`src/rtl/ctmr_pkg.sv`:
```
package ctmr_pkg;
  typedef enum logic [1:0] {
    MODE_COUNT  = 2'b00,
    MODE_SQUARE = 2'b01,
    MODE_RSVD   = 2'b10,
    MODE_PULSE  = 2'b11
  } ctmr_mode_e;

  localparam logic [3:0] SRC_EXT     = 4'b0000;
  localparam logic [3:0] SRC_EXT16   = 4'b0001;
  localparam logic [3:0] SRC_SYS     = 4'b0010;
  localparam logic [3:0] SRC_DIV2    = 4'b0011;
  localparam logic [3:0] SRC_DIV16   = 4'b0100;
  localparam logic [3:0] SRC_DIV32   = 4'b0101;
  localparam logic [3:0] SRC_DIV64   = 4'b0110;
  localparam logic [3:0] SRC_DIV128  = 4'b0111;
  localparam logic [3:0] SRC_RXCHR   = 4'b1100;

  localparam logic [1:0] ADDR_PRE_LO = 2'd0;
  localparam logic [1:0] ADDR_PRE_HI = 2'd1;
  localparam logic [1:0] ADDR_CTRL   = 2'd2;
endpackage

```
`src/rtl/ctmr_prescale.sv`:
```
module ctmr_prescale #(
  parameter int PRE_W = 7
) (
  input  logic             clk,
  input  logic             rst_n,
  output logic [PRE_W:0]   tap
);
  logic [PRE_W-1:0] div_q;

  always_ff @(posedge clk) begin
    if (!rst_n) div_q <= '0;
    else        div_q <= div_q + 1'b1;
  end

  assign tap[0] = 1'b1;
  for (genvar k = 1; k <= PRE_W; k++) begin : g_tap
    assign tap[k] = &div_q[k-1:0];
  end
endmodule

```
`src/rtl/ctmr_ext_edge.sv`:
```
module ctmr_ext_edge #(
  parameter int SYNC_STAGES = 2,
  parameter int DIV_W       = 4
) (
  input  logic clk,
  input  logic rst_n,
  input  logic ext_in,
  output logic edge_tick,
  output logic div_tick
);
  logic [SYNC_STAGES-1:0] sync_q;
  logic                   prev_q;
  logic                   edge_q;
  logic [DIV_W-1:0]       div_q;

  always_ff @(posedge clk) begin
    if (!rst_n) begin
      sync_q <= '0;
      prev_q <= 1'b0;
      edge_q <= 1'b0;
      div_q  <= '0;
    end else begin
      sync_q <= {sync_q[SYNC_STAGES-2:0], ext_in};
      prev_q <= sync_q[SYNC_STAGES-1];
      edge_q <= sync_q[SYNC_STAGES-1] & ~prev_q;
      if (edge_q) div_q <= div_q + 1'b1;
    end
  end

  assign edge_tick = edge_q;
  assign div_tick  = edge_q & (&div_q);

  // one external edge yields exactly one tick
  p_edge_single_r4: assert property (@(posedge clk) disable iff (!rst_n)
    edge_q |=> !edge_q);
endmodule

```
`src/rtl/ctmr_core.sv`:
```
module ctmr_core
  import ctmr_pkg::*;
#(
  parameter int CNT_W = 16
) (
  input  logic             clk,
  input  logic             rst_n,
  input  logic             tick,
  input  logic             start,
  input  logic             stop,
  input  ctmr_mode_e       mode,
  input  logic [CNT_W-1:0] preset,
  output logic [CNT_W-1:0] count,
  output logic             ready,
  output logic             wave
);
  logic run_q;
  logic reload;
  logic halt_now;

  assign reload   = (count <= CNT_W'(1));
  assign halt_now = stop && (mode == MODE_COUNT);

  always_ff @(posedge clk) begin
    if (!rst_n) begin
      count <= '0;
      ready <= 1'b0;
      wave  <= 1'b1;
      run_q <= 1'b0;
    end else if (start) begin
      count <= preset;
      run_q <= (mode != MODE_RSVD);
      ready <= (mode == MODE_COUNT) && (preset == '0);
      wave  <= !((mode == MODE_PULSE) || ((mode == MODE_COUNT) && (preset == '0)));
    end else begin
      if (stop) begin
        ready <= 1'b0;
        if (mode == MODE_COUNT) begin
          run_q <= 1'b0;
          wave  <= 1'b1;
        end
      end
      if (run_q && tick && !halt_now) begin
        unique case (mode)
          MODE_COUNT: begin
            count <= count - 1'b1;
            if (count == CNT_W'(1)) begin
              ready <= 1'b1;
              wave  <= 1'b0;
            end
          end
          MODE_SQUARE: begin
            if (reload) begin
              count <= preset;
              wave  <= !wave;
              if (!wave) ready <= 1'b1;
            end else begin
              count <= count - 1'b1;
            end
          end
          MODE_PULSE: begin
            wave <= reload;
            if (reload) begin
              count <= preset;
              ready <= 1'b1;
            end else begin
              count <= count - 1'b1;
            end
          end
          default: ;
        endcase
      end
    end
  end

  // a counter-mode stop restores the output and clears the flag
  p_stop_counter_r6: assert property (@(posedge clk) disable iff (!rst_n)
    (stop && !start && mode == MODE_COUNT) |=> (wave && !ready));
  // the count moves only on a tick or a start
  p_count_hold_r1: assert property (@(posedge clk) disable iff (!rst_n)
    (!tick && !start) |=> $stable(count));
  // a start always loads the preset
  p_start_load_r11: assert property (@(posedge clk) disable iff (!rst_n)
    start |=> (count == $past(preset)));
  // ready only rises because of a tick or a start
  p_ready_cause_r8: assert property (@(posedge clk) disable iff (!rst_n)
    $rose(ready) |-> ($past(tick) || $past(start)));
endmodule

```
`src/rtl/ctmr_top.sv`:
```
module ctmr_top
  import ctmr_pkg::*;
#(
  parameter int CNT_W       = 16,
  parameter int PRE_W       = 7,
  parameter int SYNC_STAGES = 2,
  parameter int EXT_DIV_W   = 4
) (
  input  logic              clk,
  input  logic              rst_n,
  input  logic              wr_en,
  input  logic [1:0]        wr_addr,
  input  logic [7:0]        wr_data,
  input  logic              start_cmd,
  input  logic              stop_cmd,
  input  logic              rd_hi,
  input  logic              ext_clk,
  input  logic              rx_load,
  output logic [CNT_W-1:0]  cur_count,
  output logic [CNT_W-1:0]  snap_count,
  output logic              ready,
  output logic              wave_out
);
  localparam int BYTE_W = 8;

  logic [CNT_W-1:0] preset_q;
  logic [5:0]       ctrl_q;
  logic [PRE_W:0]   tap;
  logic             ext_tick;
  logic             ext16_tick;
  logic             tick;
  logic [3:0]       src;
  ctmr_mode_e       mode;

  assign src  = ctrl_q[3:0];
  assign mode = ctmr_mode_e'(ctrl_q[5:4]);

  always_ff @(posedge clk) begin
    if (!rst_n) begin
      preset_q   <= '0;
      ctrl_q     <= '0;
      snap_count <= '0;
    end else begin
      if (wr_en) begin
        unique case (wr_addr)
          ADDR_PRE_LO: preset_q[BYTE_W-1:0]     <= wr_data;
          ADDR_PRE_HI: preset_q[CNT_W-1:BYTE_W] <= wr_data;
          ADDR_CTRL:   ctrl_q                   <= wr_data[5:0];
          default: ;
        endcase
      end
      if (rd_hi) snap_count <= cur_count;
    end
  end

  ctmr_prescale #(.PRE_W(PRE_W)) u_pre (
    .clk(clk), .rst_n(rst_n), .tap(tap)
  );

  ctmr_ext_edge #(.SYNC_STAGES(SYNC_STAGES), .DIV_W(EXT_DIV_W)) u_ext (
    .clk(clk), .rst_n(rst_n), .ext_in(ext_clk),
    .edge_tick(ext_tick), .div_tick(ext16_tick)
  );

  always_comb begin
    unique case (src)
      SRC_EXT:    tick = ext_tick;
      SRC_EXT16:  tick = ext16_tick;
      SRC_SYS:    tick = tap[0];
      SRC_DIV2:   tick = tap[1];
      SRC_DIV16:  tick = tap[4];
      SRC_DIV32:  tick = tap[5];
      SRC_DIV64:  tick = tap[6];
      SRC_DIV128: tick = tap[7];
      SRC_RXCHR:  tick = rx_load;
      default:    tick = 1'b0;
    endcase
  end

  ctmr_core #(.CNT_W(CNT_W)) u_core (
    .clk(clk), .rst_n(rst_n), .tick(tick), .start(start_cmd),
    .stop(stop_cmd), .mode(mode), .preset(preset_q),
    .count(cur_count), .ready(ready), .wave(wave_out)
  );

  // the snapshot changes only after a read strobe
  p_snap_hold_r12: assert property (@(posedge clk) disable iff (!rst_n)
    !rd_hi |=> $stable(snap_count));
endmodule

```
`config.mk`:
```
export PLATFORM = sky130hd
export DESIGN_NAME = ctmr_top
export DESIGN_NICKNAME = d
export VERILOG_FILES = /design/src/rtl/ctmr_pkg.sv /design/src/rtl/ctmr_prescale.sv /design/src/rtl/ctmr_ext_edge.sv /design/src/rtl/ctmr_core.sv /design/src/rtl/ctmr_top.sv
export SDC_FILE = /design/constraint.sdc
export NUM_CORES = 1
export LEC_CHECK = 0
export BUFFER_PORTS_ARGS = -buffer_cell sky130_fd_sc_hd__buf_4
export CAP_MARGIN = 20
export CELL_PAD_IN_SITES_DETAIL_PLACEMENT = 1
export CELL_PAD_IN_SITES_GLOBAL_PLACEMENT = 1
export CORE_MARGIN = 10
export CORE_UTILIZATION = 46
export CTS_BUF_LIST = sky130_fd_sc_hd__clkbuf_4 sky130_fd_sc_hd__clkbuf_8 sky130_fd_sc_hd__clkbuf_16
export CTS_CLUSTER_DIAMETER = 40
export DETAILED_ROUTE_END_ITERATION = 7
export PLACE_DENSITY_LB_ADDON = 0.1
export REMOVE_ABC_BUFFERS = 1
export SLEW_MARGIN = 25
export SYNTH_ARGS = -nofsm -noshare
export SYNTH_HDL_FRONTEND = slang
export SYNTH_SLANG_ARGS = --single-unit
```
`constraint.sdc`:
```
create_clock -name clk -period 5.4 [get_ports clk]
set_clock_uncertainty 0.1 [all_clocks]
set_input_delay 0.54 -clock clk [delete_from_list [all_inputs] [get_ports clk]]
set_output_delay 0.54 -clock clk [all_outputs]
set_load 0.01 [all_outputs]
```
## Yosys cells after proc, flatten, opt, wreduce, memory -nomap -nowiden

Cells that the tools add are included.

| cells by class | value |
|---|---|
| bitwise operators | 3 |
| reduce and logical (&&, ||, !) cells | 27 |
| add/subtract/negate cells | 3 |
| mux-type cells | 23 |
| equal/unequal tests | 14 |
| magnitude comparators | 1 |

Operator list:

| kind | count |
|---|---|
| $mux W16 | 3 |
| $pmux W16 S2 | 1 |
| $eq A16 B1 Y1 const B | 1 |
| $eq A4 B3 Y1 const B | 4 |
| $le A16 B1 Y1 const B | 1 |
| $logic_not A16 Y1 | 1 |
| $mux W1 | 16 |
| $sub A16 B1 Y16 const B | 1 |
| $reduce_and A2 Y1 | 5 |
| $pmux W1 S9 | 1 |
| $eq A4 B2 Y1 const B | 2 |
| $reduce_and A4 Y1 | 2 |
| $add A7 B1 Y7 const B | 1 |
| $reduce_and A7 Y1 | 1 |
| $pmux W1 S3 | 2 |
| $reduce_and A6 Y1 | 1 |
| $reduce_bool A2 Y1 | 3 |
| $reduce_and A5 Y1 | 1 |
| $add A4 B1 Y4 const B | 1 |
| $eq A2 B1 Y1 const B | 2 |
| $eq A2 B2 Y1 const B | 2 |
| $eq A4 B1 Y1 const B | 1 |
| $eq A4 B4 Y1 const B | 1 |
| $logic_and A1 B1 Y1 | 4 |
| other kinds (9) | 13 |

| word-level totals | value |
|---|---|
| bits in registers | 72 |
| output and inout bits | 34 |
| logic and storage cells | 84 |

## Depth between registers and ports, before layout

| logic depth | value |
|---|---|
| depth in word-level cells | 7 |
| mapped depth | 9 |
| gate-level depth less buffers | 8 |

## By module

From an unflattened synthesis, not the netlist that was laid out.

| second synthesis, totals | value |
|---|---|
| cells, all modules | 382 |
| area, all modules | 3,647.2 um^2 |

Modules (own cells, without submodules):

| module | seq. area each (um^2) | area an instance (um^2) | cells an instance | instances |
|---|---|---|---|---|
| ctmr_top | 760.7 | 1,559.0 | 138 | 1 |
| ctmr_core | 380.4 | 1,472.7 | 186 | 1 |
| ctmr_prescale | 140.1 | 322.8 | 32 | 1 |
| ctmr_ext_edge | 160.2 | 292.8 | 26 | 1 |

## Worst setup path before layout

Ideal clock, no wire load.

| timing path | value |
|---|---|
| path type | register to register |
| start | register u_core.count[0] |
| end | register u_core.count[8] |
| stages on the path, launching flop included | 9 |
| library setup time | 0.132 ns |
| arrival time | 2.020 ns |
| slack | 3.148 ns |
| buffers on the path | 0 |
| path through | dfxtp_1 > inv_1 > ha_1 > o22a_1 > and4_1 > a21oi_1 > mux2_2 > o21ai_0 > a21oi_1 |

| on the way | value |
|---|---|
| longest elaborated chain between the ends | 5 |
| elaborated cells between the ends (all ways) | 6 |

Ends and longest elaborated chain:

| what | line | text |
|---|---|---|
| start: declaration | ctmr_core.sv:13 | `output logic [CNT_W-1:0] count,` |
| start signal: assignment | ctmr_core.sv:31 | `count <= preset;` |
| start signal: assignment | ctmr_core.sv:46 | `count <= count - 1'b1;` |
| start signal: assignment | ctmr_core.sv:54 | `count <= preset;` |
| $sub A16 B1 Y16 / $le A16 B1 Y1 (equally long branches) | -- |  |
| $mux W16 | ctmr_core.sv:53, ctmr_core.sv:63 |  |
| $pmux W16 S2 (*) | ctmr_core.sv:44 | `unique case (mode)` |
| $mux W16 (*) | ctmr_core.sv:43 | `if (run_q && tick && !halt_now) begin` |
| $mux W16 (*) | ctmr_core.sv:30 | `end else if (start) begin` |

Mark *: on every way between the ends. The rest lies on a longest branch, timed or not. The select of a mux whose other input is x is not followed.
A chain may end at the register's enable or synchronous reset.

## Final worst setup path

Ends and elaborated chain as after synthesis.

==> impl_metrics.tcl <==
set metrics [dict create \
    async_reset_ff_frac 0 \
    finalHoldViolations 0 \
    synthTopCellsByCount "dfxtp_1 (72), nor2_1 (65), mux2i_1 (40)" \
    portBuffers 51 \
    grt.total_usage 0.191 \
    clk_latency_ns 0.37 \
    postCtsSetupBuffers 0 \
    fin_crit_sh 0.508 \
    reg2reg_depth 8 \
    hold_ws_ns 0.277 \
    cp_max_fo 7 \
    cp.arrival_ns 2.88 \
    htree_levels 3 \
    ys_seq_area_frac 0.416 \
    drv_slew 0 \
    drive_gt1_frac 0.177 \
    totalWireLength_mm 10.8 \
    worstSetupPathType "flop to flop" \
    grt_pass1_vias 3436 \
    synth_top_area_frac 0.416 \
    antenna_cells 0 \
    fin_tns_setup_ns 0 \
    gr-total-overflow 0 \
    via_count 3210 \
    period_minus_slack_ns 2.74 \
    cts_tree "done" \
    clock_path_buffers 2 \
    r2r_slack_ns 2.66 \
    rsz0062_at_grt "false" \
    endpoint_kind "flop" \
    worstHoldStart "ext_clk" \
    status "complete, no violations" \
    synth-edff-count 0 \
    synth.most_common_cell "dfxtp_1" \
    yosysUniqueCellTypes 61 \
    ys.flop_type "dfxtp_1" \
    relSlewSlack 0.359 \
    cts_buffers 9 \
    hold_class "primary input to flop" \
    ctsResizeCount 0 \
    clockRootBuffer "clkbuf_8" \
    finalNetCount 469 \
    area_delta_synth_final_pct 19.0 \
    io_pins 52 \
    hold_end "u_ext.sync_q[0]$_SDFF_PN0_" \
    clock.fmax_ghz 0.365 \
    crit_required_ns 5.54 \
    dpl.hpwl_mm 7.76 \
    r2r-end "u_core.count[8]$_SDFFE_PN0P_" \
    cts.sinks 72 \
    synth.area.top_cells "dfxtp_1 (42%), mux2i_1 (12%), nor2_1 (7.0%)" \
    grt_start_max_net_pins 38 \
    p_leak_nw 1.78 \
    syn_area_per_cell_um2 8.78 \
    die_y_um 107 \
    worst_pin_slew_ns 0.956 \
    setup_violations 0 \
    firstDrtPassIters 4 \
    postRouteAntennaNets 0 \
    rows 31 \
    rr_startpoint "u_core.count[0]$_SDFFE_PN0P_" \
    cts_hold_buf 0 \
    synth_warnings 0 \
    pwr_density_cell_nw_per_um2 317 \
    worst_setup_path_start_kind "flop" \
    place_congestion 0.907 \
    initial_core_util 0.476 \
    syn_inst 395 \
    yosys.area.top_type "dfxtp_1" \
    initialDrtViolationCount 122 \
    die_area_um2 11400 \
    core_um2 7290 \
    synth_area_um2 3470 \
    viasPerCell 5.88 \
    drc 0 \
    drv_cap 0 \
    path_clk_slew_ns 0.08 \
    die_w_um 107 \
    ir_drop_uv 208 \
    worstHoldPathCells 2 \
    grt_pass1_wl_mm 17.6 \
    ys_ff_latch 72 \
    post_drt_wl_per_cell_um 19.8 \
    grt_antenna_before_repair 0 \
]
## worst max-delay path, cell delays in order (launching register included)
cell,delay (ns)
dfxtp_1,0.47
inv_1,0.12
ha_1,0.30
o22a_1,0.23
and4_1,0.26
a21oi_1,0.54
mux2_2,0.40
o21ai_0,0.10
a21oi_1,0.10
## state kept, by name (all words and copies together), names as in the netlist
signal,flops
ctrl_q,6
preset_q,16
snap_count,16
u_core.count,16
u_core.ready,1
u_core.run_q,1
u_core.wave,1
u_ext.div_q,4
u_ext.edge_tick,1
u_ext.prev_q,1
u_ext.sync_q,2
u_pre.div_q,7
## area by class of cell
type / instances / area (um^2)
multi-input combinational: 297 / 1910
inverter: 9 / 33.8
tap: 99 / 124
timing repair buffer: 53 / 398
clock buffer: 11 / 139
clock inverter: 5 / 81.3
fill: 902 / 3170
sequential: 72 / 1440
## worst max-delay path by stage
| stage | from | end | cells after the start |
|---|---|---|---|
| after global routing | u_core.count[0]$_SDFFE_PN0P_ | u_core.count[8]$_SDFFE_PN0P_ | 8 |
| after detailed placement | u_core.count[0]$_SDFFE_PN0P_ | u_core.count[8]$_SDFFE_PN0P_ | 8 |
| final | u_core.count[0]$_SDFFE_PN0P_ | u_core.count[8]$_SDFFE_PN0P_ | 8 |
| after global placement | u_core.count[0]$_SDFFE_PN0P_ | u_core.count[8]$_SDFFE_PN0P_ | 8 |
| after CTS | u_core.count[0]$_SDFFE_PN0P_ | u_core.count[8]$_SDFFE_PN0P_ | 8 |
| after floorplan | u_core.count[0]$_SDFFE_PN0P_ | u_core.count[8]$_SDFFE_PN0P_ | 8 |
## report_power, final
group | switching [mW] | internal (mW) | leakage (nW)
Sequential | 0.0318 | 0.555 | 0.586
Clock | 0.218 | 0.271 | 0.110
Combinational | 0.138 | 0.0953 | 1.09
## logic make-up (layout without fill, tap and decap cells)
group	Yosys count	count (layout)	synth area share
mux	42	42	0.122
fa+ha+maj	9	9	0.0325
simple gates	164	164	0.237
compound gates	76	76	0.144
xor+xnor	6	6	0.0152
flops	72	72	0.416
buf+inv	26	78	0.0339
## metal layers
metal  global-route usage  up-vias  share of wire
li1                     -     1523              -
met1                0.232     1576           0.45
met2                0.318       85           0.47
met3               0.0485       26          0.051
met4               0.0745        0          0.023
met5                    0        -              0
## through the flow
stage / total power [mW] / util / cells / worst slack [ns] / instance area [um^2]
2_1_floorplan: 0.732 / - / 378 / 3.11 / 3380
3_3_place_gp: 0.820 / 0.536 / 530 / 2.70 / 3910
3_5_place_dp: 0.826 / 0.536 / 530 / 2.73 / 3910
4_1_cts: 1.31 / 0.566 / 546 / 2.71 / 4130
5_1_grt: 1.36 / 0.566 / 546 / 2.49 / 4130
6_report: 1.31 / 0.566 / 546 / 2.66 / 4130
## layout by cell type (no fill, tap or decap), types with 4 or more instances in the layout
cell / synthesis / layout
o21ai_0: 10 / 10
nand2_1: 25 / 25
clkbuf_8: 0 / 9
o32ai_1: 4 / 4
dfxtp_1: 72 / 72
inv_1: 9 / 9
mux2i_1: 40 / 40
or3_1: 6 / 6
nand3_1: 7 / 7
nand3b_1: 4 / 4
nor3_1: 13 / 13
nand4_1: 4 / 4
nor2b_1: 4 / 4
ha_1: 9 / 9
nor4_1: 8 / 8
and2_1: 6 / 6
a21oi_1: 24 / 24
o22ai_1: 8 / 8
nor2_1: 65 / 65
buf_4: 1 / 53
and3_1: 5 / 5
Note: power is estimated with default switching activity, not from simulation.
